--- src/rtl/fold_prof_pkg.sv ---
package fold_prof_pkg;

  typedef enum logic [1:0] {
    UPD_HOLD  = 2'd0,
    UPD_CLEAR = 2'd1,
    UPD_LOAD  = 2'd2,
    UPD_ADD   = 2'd3
  } upd_e;

endpackage

--- src/rtl/fold_inc_calc.sv ---
module fold_inc_calc #(
  parameter int RET_W = 3,
  parameter int CNT_W = 8
) (
  input  logic [RET_W-1:0] retired_i,
  output logic [CNT_W-1:0] addend_o
);

  // One instruction per cycle is the normal rate; only the extra ones count.
  always_comb begin
    if (retired_i >= RET_W'(2)) addend_o = CNT_W'(retired_i) - CNT_W'(1);
    else                        addend_o = '0;
  end

endmodule

--- src/rtl/fold_evt_ctl.sv ---
module fold_evt_ctl (
  input  logic clk,
  input  logic rst,
  input  logic evt_en_i,
  output logic rise_o
);

  logic en_q;

  always_ff @(posedge clk) begin
    if (rst) en_q <= 1'b0;
    else     en_q <= evt_en_i;
  end

  assign rise_o = evt_en_i & ~en_q;

endmodule

--- src/rtl/fold_cnt_core.sv ---
module fold_cnt_core
  import fold_prof_pkg::*;
#(
  parameter int CNT_W = 8
) (
  input  logic             clk,
  input  logic             rst,
  input  upd_e             upd_i,
  input  logic [CNT_W-1:0] load_i,
  input  logic [CNT_W-1:0] addend_i,
  input  logic             evt_en_i,
  output logic [CNT_W-1:0] cnt_o,
  output logic             ovf_o
);

  logic [CNT_W:0] sum;

  always_comb sum = {1'b0, cnt_o} + {1'b0, addend_i};

  always_ff @(posedge clk) begin
    if (rst) begin
      cnt_o <= '0;
      ovf_o <= 1'b0;
    end else begin
      ovf_o <= 1'b0;
      unique case (upd_i)
        UPD_CLEAR: cnt_o <= '0;
        UPD_LOAD:  cnt_o <= load_i;
        UPD_ADD: begin
          cnt_o <= sum[CNT_W-1:0];
          ovf_o <= sum[CNT_W] & evt_en_i;
        end
        default:   cnt_o <= cnt_o;
      endcase
    end
  end

  // an addend below 2^(CNT_W-1) cannot wrap twice in consecutive cycles
  a_r4_single_pulse: assert property (@(posedge clk) disable iff (rst)
    ovf_o |=> !ovf_o);

  // a load produces no event
  a_r7_load_quiet: assert property (@(posedge clk) disable iff (rst)
    (upd_i == UPD_LOAD) |=> !ovf_o);

endmodule

--- src/rtl/fold_prof_counter.sv ---
module fold_prof_counter
  import fold_prof_pkg::*;
#(
  parameter int RET_W = 3,
  parameter int CNT_W = 8,
  parameter int REG_W = 32,
  parameter bit IMPL  = 1'b1
) (
  input  logic             clk,
  input  logic             rst,
  input  logic [2:0]       retired_i,
  input  logic             evt_en_i,
  input  logic             wr_en_i,
  input  logic [31:0]      wr_data_i,
  output logic [31:0]      rd_data_o,
  output logic             ovf_evt_o
);

  localparam int PAD_W = REG_W - CNT_W;

  logic unused_hi;
  assign unused_hi = ^wr_data_i[REG_W-1:CNT_W];

  generate
    if (IMPL) begin : g_impl
      logic [CNT_W-1:0] addend;
      logic [CNT_W-1:0] cnt;
      logic             rise;
      upd_e             upd;

      fold_inc_calc #(.RET_W(RET_W), .CNT_W(CNT_W)) inc_i (
        .retired_i (retired_i),
        .addend_o  (addend)
      );

      fold_evt_ctl evt_i (
        .clk      (clk),
        .rst      (rst),
        .evt_en_i (evt_en_i),
        .rise_o   (rise)
      );

      // Priority: enable-rise clear, then software write, then increment.
      always_comb begin
        if (rise)              upd = UPD_CLEAR;
        else if (wr_en_i)      upd = UPD_LOAD;
        else if (addend != '0) upd = UPD_ADD;
        else                   upd = UPD_HOLD;
      end

      fold_cnt_core #(.CNT_W(CNT_W)) core_i (
        .clk      (clk),
        .rst      (rst),
        .upd_i    (upd),
        .load_i   (wr_data_i[CNT_W-1:0]),
        .addend_i (addend),
        .evt_en_i (evt_en_i),
        .cnt_o    (cnt),
        .ovf_o    (ovf_evt_o)
      );

      assign rd_data_o = {{PAD_W{1'b0}}, cnt};

      // enable rise clears the count whatever else happens
      a_r6_rise_clears: assert property (@(posedge clk) disable iff (rst)
        rise |=> (cnt == '0) && !ovf_evt_o);

      // a write loads the low byte
      a_r7_write_loads: assert property (@(posedge clk) disable iff (rst)
        (!rise && wr_en_i) |=> cnt == $past(wr_data_i[CNT_W-1:0]));

      // zero or one retired instruction leaves the count alone
      a_r3_hold_low: assert property (@(posedge clk) disable iff (rst)
        (!rise && !wr_en_i && retired_i < 3'd2) |=> $stable(cnt));

      // no event follows a cycle with the enable low
      a_r5_gated: assert property (@(posedge clk) disable iff (rst)
        !evt_en_i |=> !ovf_evt_o);

      // upper bits are zero
      a_r2_upper_zero: assert property (@(posedge clk) disable iff (rst)
        rd_data_o[REG_W-1:CNT_W] == '0);
    end else begin : g_absent
      logic unused_in;
      assign unused_in = ^{retired_i, evt_en_i, wr_en_i, wr_data_i[CNT_W-1:0]};
      assign rd_data_o = '0;
      assign ovf_evt_o = 1'b0;

      // disabled build stays silent
      a_r8_silent: assert property (@(posedge clk) disable iff (rst)
        (rd_data_o == '0) && !ovf_evt_o);
    end
  endgenerate

endmodule

--- config.mk ---
export PLATFORM = sky130hd
export DESIGN_NAME = fold_prof_counter
export DESIGN_NICKNAME = d
export VERILOG_FILES = /design/src/rtl/fold_prof_pkg.sv /design/src/rtl/fold_inc_calc.sv /design/src/rtl/fold_evt_ctl.sv /design/src/rtl/fold_cnt_core.sv /design/src/rtl/fold_prof_counter.sv
export SDC_FILE = /design/constraint.sdc
export NUM_CORES = 1
export LEC_CHECK = 0
export BUFFER_PORTS_ARGS = -buffer_cell sky130_fd_sc_hd__buf_2
export CORE_MARGIN = 2
export CORE_UTILIZATION = 44
export CTS_BUF_LIST = sky130_fd_sc_hd__clkbuf_8
export DETAILED_ROUTE_END_ITERATION = 16
export PLACE_DENSITY = 0.83
export SETUP_SLACK_MARGIN = 0.5
export SKIP_CTS_REPAIR_TIMING = 1
export SLEW_MARGIN = 20
export SYNTH_ARGS = -nofsm -noshare
export SYNTH_HDL_FRONTEND = slang
export SYNTH_HIERARCHICAL = 1
export SYNTH_SLANG_ARGS = --single-unit
--- constraint.sdc ---
create_clock -name clk -period 3.1 [get_ports clk]
set_clock_uncertainty 0.2 [all_clocks]
set_input_delay 0.155 -clock clk [delete_from_list [all_inputs] [get_ports clk]]
set_output_delay 0.155 -clock clk [all_outputs]
set_load 0.01 [all_outputs]
### Yosys cells after proc, flatten, opt, wreduce, memory -nomap -nowiden

Cells that the tools add are included.

* bits in registers: 10
* output and inout bits: 33
* input port bits: 39

* reduce and logical (&&, ||, !) cells: 3
* equal/unequal tests: 3
* multiplexer cells: 5
* order comparisons: 1
* bitwise gates (word level): 4
* add/sub/neg operators: 2

Operator list (count)
* $pmux 8 s3: 1
* $add 8x8->9: 1
* $mux 8: 1
* $reduce_bool 8->1: 1
* $mux 2: 3
* $eq 2x2->1 const B: 2
* $sub 3x1->4 const B: 1
* $ge 3x2->1 const B: 1
* $reduce_bool 3->1: 1
* $and 1x1->1: 2
* $eq 2x1->1 const B: 1
* $not 1->1: 2
* $reduce_or 2->1: 1

### Longest topological paths before layout

Gate-level depths: netlist (run 1).

* depth in word-level cells: 9
* depth in mapped cells: 11
* mapped depth without buffers: 11

### Modules after synthesis

The synthesis (run 1) kept the hierarchy.

Modules (own cells, without submodules)
* fold_cnt_core: area each 759.5 µm², instances 1, cells each 86, seq. area each 180.2 µm²
* fold_prof_counter: area each 227.7 µm², instances 1, cells each 31, seq. area each 0.0 µm²
* fold_inc_calc: area each 86.3 µm², instances 1, cells each 14, seq. area each 0.0 µm²
* fold_evt_ctl: area each 47.5 µm², instances 1, cells each 3, seq. area each 20.0 µm²

### Worst setup path after synthesis (run 1)

OpenSTA, ideal clock, no wires.

* path type: in2reg
* from: in retired_i[0]
* to: reg g_impl.core_i.cnt_o[3]
* arrival time: 1.952 ns
* slack: 0.878 ns
* stages: 10
* data required time: 2.830 ns
* buffers on the path: 1
* library setup time: 0.070 ns
* cells stage by stage: inv_1 ha_1 nor2_1 or4_1 nor2_1 o21bai_1 clkbuf_1 nor2_1 a22oi_1 a21oi_1

* longest elaborated chain between the ends: 8

RTL lines
* start, declared: line fold_prof_counter.sv:11 `input logic [2:0] retired_i,`
* $sub 3x1->4 / $ge 3x2->1 (equally long branches): line fold_inc_calc.sv:11 `if (retired_i >= RET_W'(2)) addend_o = CNT_W'(retired_i) - CNT_W'(1);`
* $mux 8 (*): line fold_inc_calc.sv:11
* named net g_impl.addend[1]: line fold_prof_counter.sv:26 `logic [CNT_W-1:0] addend;`
* $reduce_bool 8->1 (*): line fold_prof_counter.sv:47 `else if (addend != '0) upd = UPD_ADD;`
* $mux 2 (*): line fold_prof_counter.sv:47
* $mux 2 (*): line fold_prof_counter.sv:46 `else if (wr_en_i) upd = UPD_LOAD;`
* $mux 2 (*): line fold_prof_counter.sv:45 `if (rise) upd = UPD_CLEAR;`
* named net g_impl.upd[0]: line fold_prof_counter.sv:29 `upd_e upd;`
* $eq 2x2->1 / $eq 2x1->1 (equally long branches): line fold_cnt_core.sv:26 `unique case (upd_i)`
* $pmux 8 s3 / $reduce_bool 3->1 (equally long branches)
* end signal, assigned: line fold_cnt_core.sv:28 `UPD_LOAD: cnt_o <= load_i;`
* end signal, assigned: line fold_cnt_core.sv:30 `cnt_o <= sum[CNT_W-1:0];`
* end signal, assigned: line fold_cnt_core.sv:33 `default: cnt_o <= cnt_o;`
* end, declared: line fold_cnt_core.sv:12 `output logic [CNT_W-1:0] cnt_o,`

The timed path passes the listed nets; every way through them passes the cells marked *.
A chain may end at the register's enable or synchronous reset.

### Final worst setup path (run 1)

* from: in retired_i[1]
* to: reg g_impl.core_i.cnt_o[4]

Same word-level chain as after synthesis.

==> metrics.md, run 1 <==
| Metric | Value |
|---|---|
| Non-filler cells, final | `188` |
| Ports | `just over 70` |
| Die H | `54.5 um` |
| Design area | `1210 sq um` |
| DP Worst Slack | `515 ps` |
| Port Buffers | `23` |
| Vias/cell | `5.02` |
| RSZ-0062 raised after global routing | `false` |
| Met1 Use GR | `21.1%` |
| Post-DRT Antenna Nets | `0` |
| Async set-reset flop share out of synthesis | `0%` |
| Starting Density | `45.7%` |
| DRC | `0` |
| Met3 Use GR | `~1.9%` |
| Via count | `944` |
| Critical Path AT | `between 2000 and 2500 ps` |
| Flops & latches, synth | `10` |
| Pwr dens | `about 400 nW/um^2` |
| Pre-antenna DRT Iters | `4` |
| Antenna violations before repair | `0` |
| Number of synthesized flops with an enable pin | `0` |
| Total Routing Usage GR | `15.0%` |
| Wirelength, routed | `2080 um` |
| Period utilisation layout | `76.9%` |
| Largest net degree at the start of global routing | `14` |
| Post-route core utilization | `49.4%` |
| NumNets Final | `209` |
| Area Overhead vs Synth | `8.15%` |
| First-pass GRT wire length | `3210 um` |
| Syn Inst Count | `134` |
| Clock-pin slew on the worst setup and hold paths | `~50 ps` |
| DP HPWL | `1690 um` |
| Max clock buf depth | `2` |
| Hold WC Path Type | `primary input to flip-flop` |
| Crit Path Class | `primary input to flip-flop` |
| Placed Cells | `184` |
| Status | `completed` |
| Die area | `2970 sq um` |
| Post-synthesis sequential area ratio | `roughly 18%` |
| Horiz. Die Dim | `between 50 and 60 um` |
| Slew margin rel. | `66.1%` |
| ANT cells | `0` |
| Number of distinct library cells after synthesis | `slightly above 40` |
| Routed len/inst | `11.1 um` |
| Crit path max fanout | `7` |
| Fin Setup TNS | `0 ps` |
| Core area | `2450 sq um` |
| Commonest non-fill, non-tap cell in the layout | `conb_1` |
| Met2 Usage GRT | `22.9%` |
| Congestion Overflow GR | `0` |
| Slew @ Worst Pin | `between 500 and 600 ps` |
| Fillers | `237` |
| Hold Fails Final Rpt | `0` |
| Vias in the first global route | `756` |
| Max-cap viol count | `0` |
| Most frequent cells in the layout | `conb_1 (29), buf_2 (23), nor2_1 (11), dfxtp_1 (10), ha_1 (9)` |
| Standard-cell rows | `18` |
| Global route hottest layer | `met2` |
| CTS tree | `yes` |
| Post-Syn Area | `1120 sq um` |
| Syn avg cell area | `8.37 sq um` |
| Fin crit period | `2380 ps` |
| Yosys warns | `6` |
| Layout cells sized above 1 | `23.4%` |
| Clk_lat worst skew | `240 ps` |
| P_leak | `0.649 nW` |
| Final-report setup violation count | `0` |
| Total CTS buffers | `3` |
| Ys flop type | `dfxtp_1` |
| Max H-tree Level | `1` |
| Clk sink count | `10` |
| GP Congestion | `0.789` |
| Worst Setup End Kind | `flip-flop` |
| CTS root buf | `clkbuf_8` |
| Fin. max-slew vios | `0` |
| WP data required | `a little over 3000 ps` |
| Final WS setup | `715 ps` |
| Peak supply drop | `249 uV` |
| Critical Path Source Type | `primary input` |
| Max Fclk | `0.419 GHz` |
| Iteration-0 DRC Markers | `14` |
| DP Area | `1160 sq um` |
[final cells by class]
cell class / count / area [sq um] / share of cell area (%)
Inverter: 7 / 26.3 / 2.17
Timing Repair Buffer: 26 / 140 / 11.6
Multi-Input combinational cell: 112 / 767 / 63.3
Sequential cell: 10 / 200 / 16.5
Tap cell: 30 / 37.5 / 3.10
Clock buffer: 3 / 41.3 / 3.41
[path summary, 6_finish.rpt]
kind / start / end / slack (ps) / cells after the start
min reg2reg: g_impl.core_i/cnt_o[2] / g_impl.core_i/cnt_o[2] / 340 / 2
max reg2reg: g_impl.core_i/cnt_o[0] / g_impl.core_i/cnt_o[6] / 1050 / 7
max: retired_i[1] / g_impl.core_i/cnt_o[4] / 720 / 11
min: wr_data_i[4] / g_impl.core_i/cnt_o[4] / 10 / 3
[state kept, by name (all words and copies together), names as in the netlist]
signal and count:
g_impl.evt_i/en_q 1, g_impl.core_i/cnt_o 8, g_impl.core_i/ovf_o 1
[routing by layer]
| metal | vias up | part of all wire, % |
|---|---|---|
| met5 | - | 0 |
| met4 | 0 | 1.2 |
| met3 | 2 | 7.7 |
| met1 | 425 | 48 |
| met2 | 43 | 43 |
| li1 | 474 | - |
[worst max-delay path, cell delays in order]
cell and delay [ps]:
buf_2 100, inv_1 40, ha_1 260, nor2_1 60
or4_1 560, nor2_1 120, o21bai_1 170, buf_4 230
nor2_1 360, a22oi_1 160, a21oi_1 150
[cells by family after synthesis]
logic type,share of synthesized area (%)
adder cells (fa/ha/maj),11.8
XOR/XNOR,0.781
AND/OR/NAND/NOR,17.3
other,0.670
flip-flops,17.9
multiplexers,7.59
buffers and inverters,22.8
AO/OA/AOI/OAI,21.2
[metrics by stage]
stage          hold WS [ps]  power, W
6_report               10.2  0.000475
5_1_grt                34.4  0.000509
4_1_cts               -37.0  0.000475
3_5_place_dp            212  0.000335
3_3_place_gp            208  0.000332
2_1_floorplan          19.3  0.000319
[cells in the mapped netlist, drive strengths merged, types with 2 or more instances]
cell type | instances | area [sq um]
o31ai | 2 | 15.0
nand2 | 2 | 7.51
buf | 30 | 221
mux2i | 4 | 40.0
clkbuf | 2 | 7.51
dfxtp | 10 | 200
nand3 | 2 | 10.0
o21ai | 3 | 15.0
a21oi | 7 | 35.0
or4 | 2 | 18.8
a21o | 2 | 15.0
conb | 2 | 7.51
inv | 7 | 26.3
a22oi | 6 | 45.0
nor2b | 5 | 46.3
nor3 | 3 | 20.0
nand3b | 2 | 15.0
nor2 | 11 | 41.3
or3 | 2 | 12.5
mux2 | 4 | 45.0
a211o | 3 | 26.3
ha | 9 | 113
[power breakdown]
part           switching, W  internal (W)
combinational      0.000102     0.0000848
clock             0.0000524     0.0000852
sequential       0.00000965      0.000142
total              0.000164      0.000312
Note: power is estimated with default switching activity, not from simulation.
==> inputs of run 2 (changes only) <==
--- a/config.mk
+++ b/config.mk
@@ -7,10 +7,10 @@
 export LEC_CHECK = 0
 export BUFFER_PORTS_ARGS = -buffer_cell sky130_fd_sc_hd__buf_2
 export CORE_MARGIN = 2
-export CORE_UTILIZATION = 44
+export CORE_UTILIZATION = 40
 export CTS_BUF_LIST = sky130_fd_sc_hd__clkbuf_8
 export DETAILED_ROUTE_END_ITERATION = 16
-export PLACE_DENSITY = 0.83
+export PLACE_DENSITY = 0.79
 export SETUP_SLACK_MARGIN = 0.5
 export SKIP_CTS_REPAIR_TIMING = 1
 export SLEW_MARGIN = 20
==> constraint.sdc (replaced) <==
create_clock -name clk -period 2.1 [get_ports clk]
set_clock_uncertainty 0.2 [all_clocks]
set_input_delay 0.105 -clock clk [delete_from_list [all_inputs] [get_ports clk]]
set_output_delay 0.105 -clock clk [all_outputs]
set_load 0.01 [all_outputs]
==> metrics.md, run 2 (synthesis gave the netlist of run 1 again) <==
| Metric | Value |
|---|---|
| Crit Path Class | `flip-flop to flip-flop` |
| DP HPWL | `2230 um (+32%)` |
| Period utilisation layout | `98.9%` |
| ANT cells | `0 (unchanged)` |
| Core area | `2710 sq um (+10%)` |
| Global route hottest layer | `met2` |
| Clk_lat worst skew | `240 ps (about the same)` |
| CTS tree | `yes` |
| Routed len/inst | `14.5 um (+31%)` |
| First-pass GRT wire length | `4420 um (+38%)` |
| NumNets Final | `230 (+10%)` |
| End of the critical path | `g_impl.core_i/cnt_o[6]` |
| Max H-tree Level | `1 (unchanged)` |
| Max Fclk | `0.482 GHz` |
| Standard-cell rows | `19 (+1)` |
| Total Routing Usage GR | `18.0% (+3.0 points)` |
| Clock-pin slew on the worst setup and hold paths | `50 ps (about the same)` |
| Beginning of the critical path | `g_impl.core_i/cnt_o[0]` |
| DRC | `0 (unchanged)` |
| Horiz. Die Dim | `56.9 um (+4.5%)` |
| Crit path max fanout | `3 (-4)` |
| Worst r2r dst | `g_impl.core_i/cnt_o[6]` |
| Post-DRT Antenna Nets | `0 (unchanged)` |
| Area Overhead vs Synth | `43.2%` |
| Max clock buf depth | `2 (unchanged)` |
| Met3 Use GR | `1.81% (-0.099 points)` |
| Largest net degree at the start of global routing | `14 (unchanged)` |
| Met1 Use GR | `19.9% (-1.1 points)` |
| Via count | `1075 (+14%)` |
| Starting Density | `41.4% (-4.3 points)` |
| Antenna violations before repair | `0 (unchanged)` |
| Total power | `0.000880 W (+85%)` |
| RSZ-0062 raised after global routing | `true` |
| Most flops, register | `g_impl.core_i/cnt_o` |
| CTS root buf | `clkbuf_8` |
| Met2 Usage GRT | `31.5% (+8.6 points)` |
| Commonest non-fill, non-tap cell in the layout | `conb_1` |
| Critical Path Source Type | `flip-flop` |
| Biggest regs | `g_impl.core_i/cnt_o (8), g_impl.core_i/ovf_o (1), g_impl.evt_i/en_q (1)` |
| Iteration-0 DRC Markers | `14 (unchanged)` |
| WP data required | `2030 ps (-1040 ps)` |
| Max reg flops | `8 (unchanged)` |
| Worst Setup End Kind | `flip-flop` |
| Congestion Overflow GR | `0 (unchanged)` |
| Vias/cell | `5.09 (+1.5%)` |
| Die area | `3240 sq um (+9.3%)` |
| Pwr dens | `548 nW/um^2 (+40%)` |
| Total CTS buffers | `3 (unchanged)` |
| GP Congestion | `0.823 (+4.3%)` |
| Final-report setup violation count | `0 (unchanged)` |
| Critical Path AT | `2010 ps (-350 ps)` |
| DP Worst Slack | `-411 ps (-926 ps)` |
| Cells on worst reg2reg path | `7 (unchanged)` |
| Clk sink count | `10 (unchanged)` |
| Hold Fails Final Rpt | `0 (unchanged)` |
| Hold WC Path Type | `primary input to flip-flop` |
| Max-cap viol count | `0 (unchanged)` |
| Most frequent cells in the layout | `conb_1 (29), buf_2 (21), buf_4 (17), dfxtp_1 (8), a21oi_1 (7)` |
| Final WS setup | `23.7 ps (-692 ps)` |
| Port Buffers | `23 (unchanged)` |
| Ports | `72 (unchanged)` |
| Fillers | `236 (-0.42%)` |
| Pre-antenna DRT Iters | `4 (unchanged)` |
| Fin crit period | `approximately 2100 ps` |
| Vias in the first global route | `1001 (+32%)` |
| Worst R2R Setup Slack | `20 ps (-1030 ps)` |
| Reg2reg start | `g_impl.core_i/cnt_o[0]` |
| Fin. max-slew vios | `0 (unchanged)` |
| P_leak | `0.805 nW (+24%)` |
| Die H | `56.9 um (+4.5%)` |
| Status | `completed` |
| Layout cells sized above 1 | `45.6% (+22 points)` |
| Peak supply drop | `453 uV (+82%)` |
| Wirelength, routed | `3060 um (+47%)` |
[run 2: cell count changes in the layout (fill, tap and decap cells not counted), sizes merged]
| cell | before | now |
|---|---|---|
| buf | 25 | 43 |
| clkbuf | 3 | 4 |
| dlygate4sd3 | 1 | 4 |
[run 2: layout make-up]
cell class              instances  area (sq um)  area share (%)
multi-input cells             112           922            57.4
inverters                       7          46.3            2.88
repair buffers                 47           338            21.0
well taps                      31          38.8            2.42
flip-flops and latches         10           205            12.8
clock buffers                   4          55.1            3.43
[run 2: metrics by stage]
step	hold slack (ps)	TNS (ps)	utilization, %	std cells	instance area, sq um
global placement	158	-1670	49.4	197	1340
finish	6.91	0	59.2	211	1610
floorplan	-30.7	0	-	161	1330
global route	15.5	-32.2	59.2	211	1610
detailed placement	165	-2570	49.4	197	1340
CTS	-79.9	-436	51.4	201	1390
[run 2: critical path: stages, from the launching register on]
cell,delay [ps]
dfxtp_2,340
ha_4,170
inv_2,50
fa_2,230
nor2b_4,50
o31a_1,310
o311a_1,350
a211o_1,270
[run 2: worst min-delay path by stage]
stage | cells past startpoint | start | end | slack [ps]
after floorplan | 1 | rst | g_impl.evt_i/en_q | -30
after global placement | 2 | evt_en_i | g_impl.evt_i/en_q | 160
after detailed placement | 2 | evt_en_i | g_impl.evt_i/en_q | 170
after CTS | 2 | evt_en_i | g_impl.evt_i/en_q | -80
after global routing | 2 | rst | g_impl.evt_i/en_q | 20
final | 2 | rst | g_impl.evt_i/en_q | 7
[run 2: power breakdown]
part | switching [W] | internal, W
Clock | 0.0000868 | 0.000166
Combinational | 0.000201 | 0.000198
Sequential | 0.0000188 | 0.000209
Total | 0.000307 | 0.000573
[run 2: layer usage]
layer  wire length (um)  part of all wire, %  vias up
met5                  0                    0        -
met3                 93                  3.0       10
met4                125                  4.1        0
li1                   -                    -      514
met2               1640                   54       34
met1               1200                   39      517
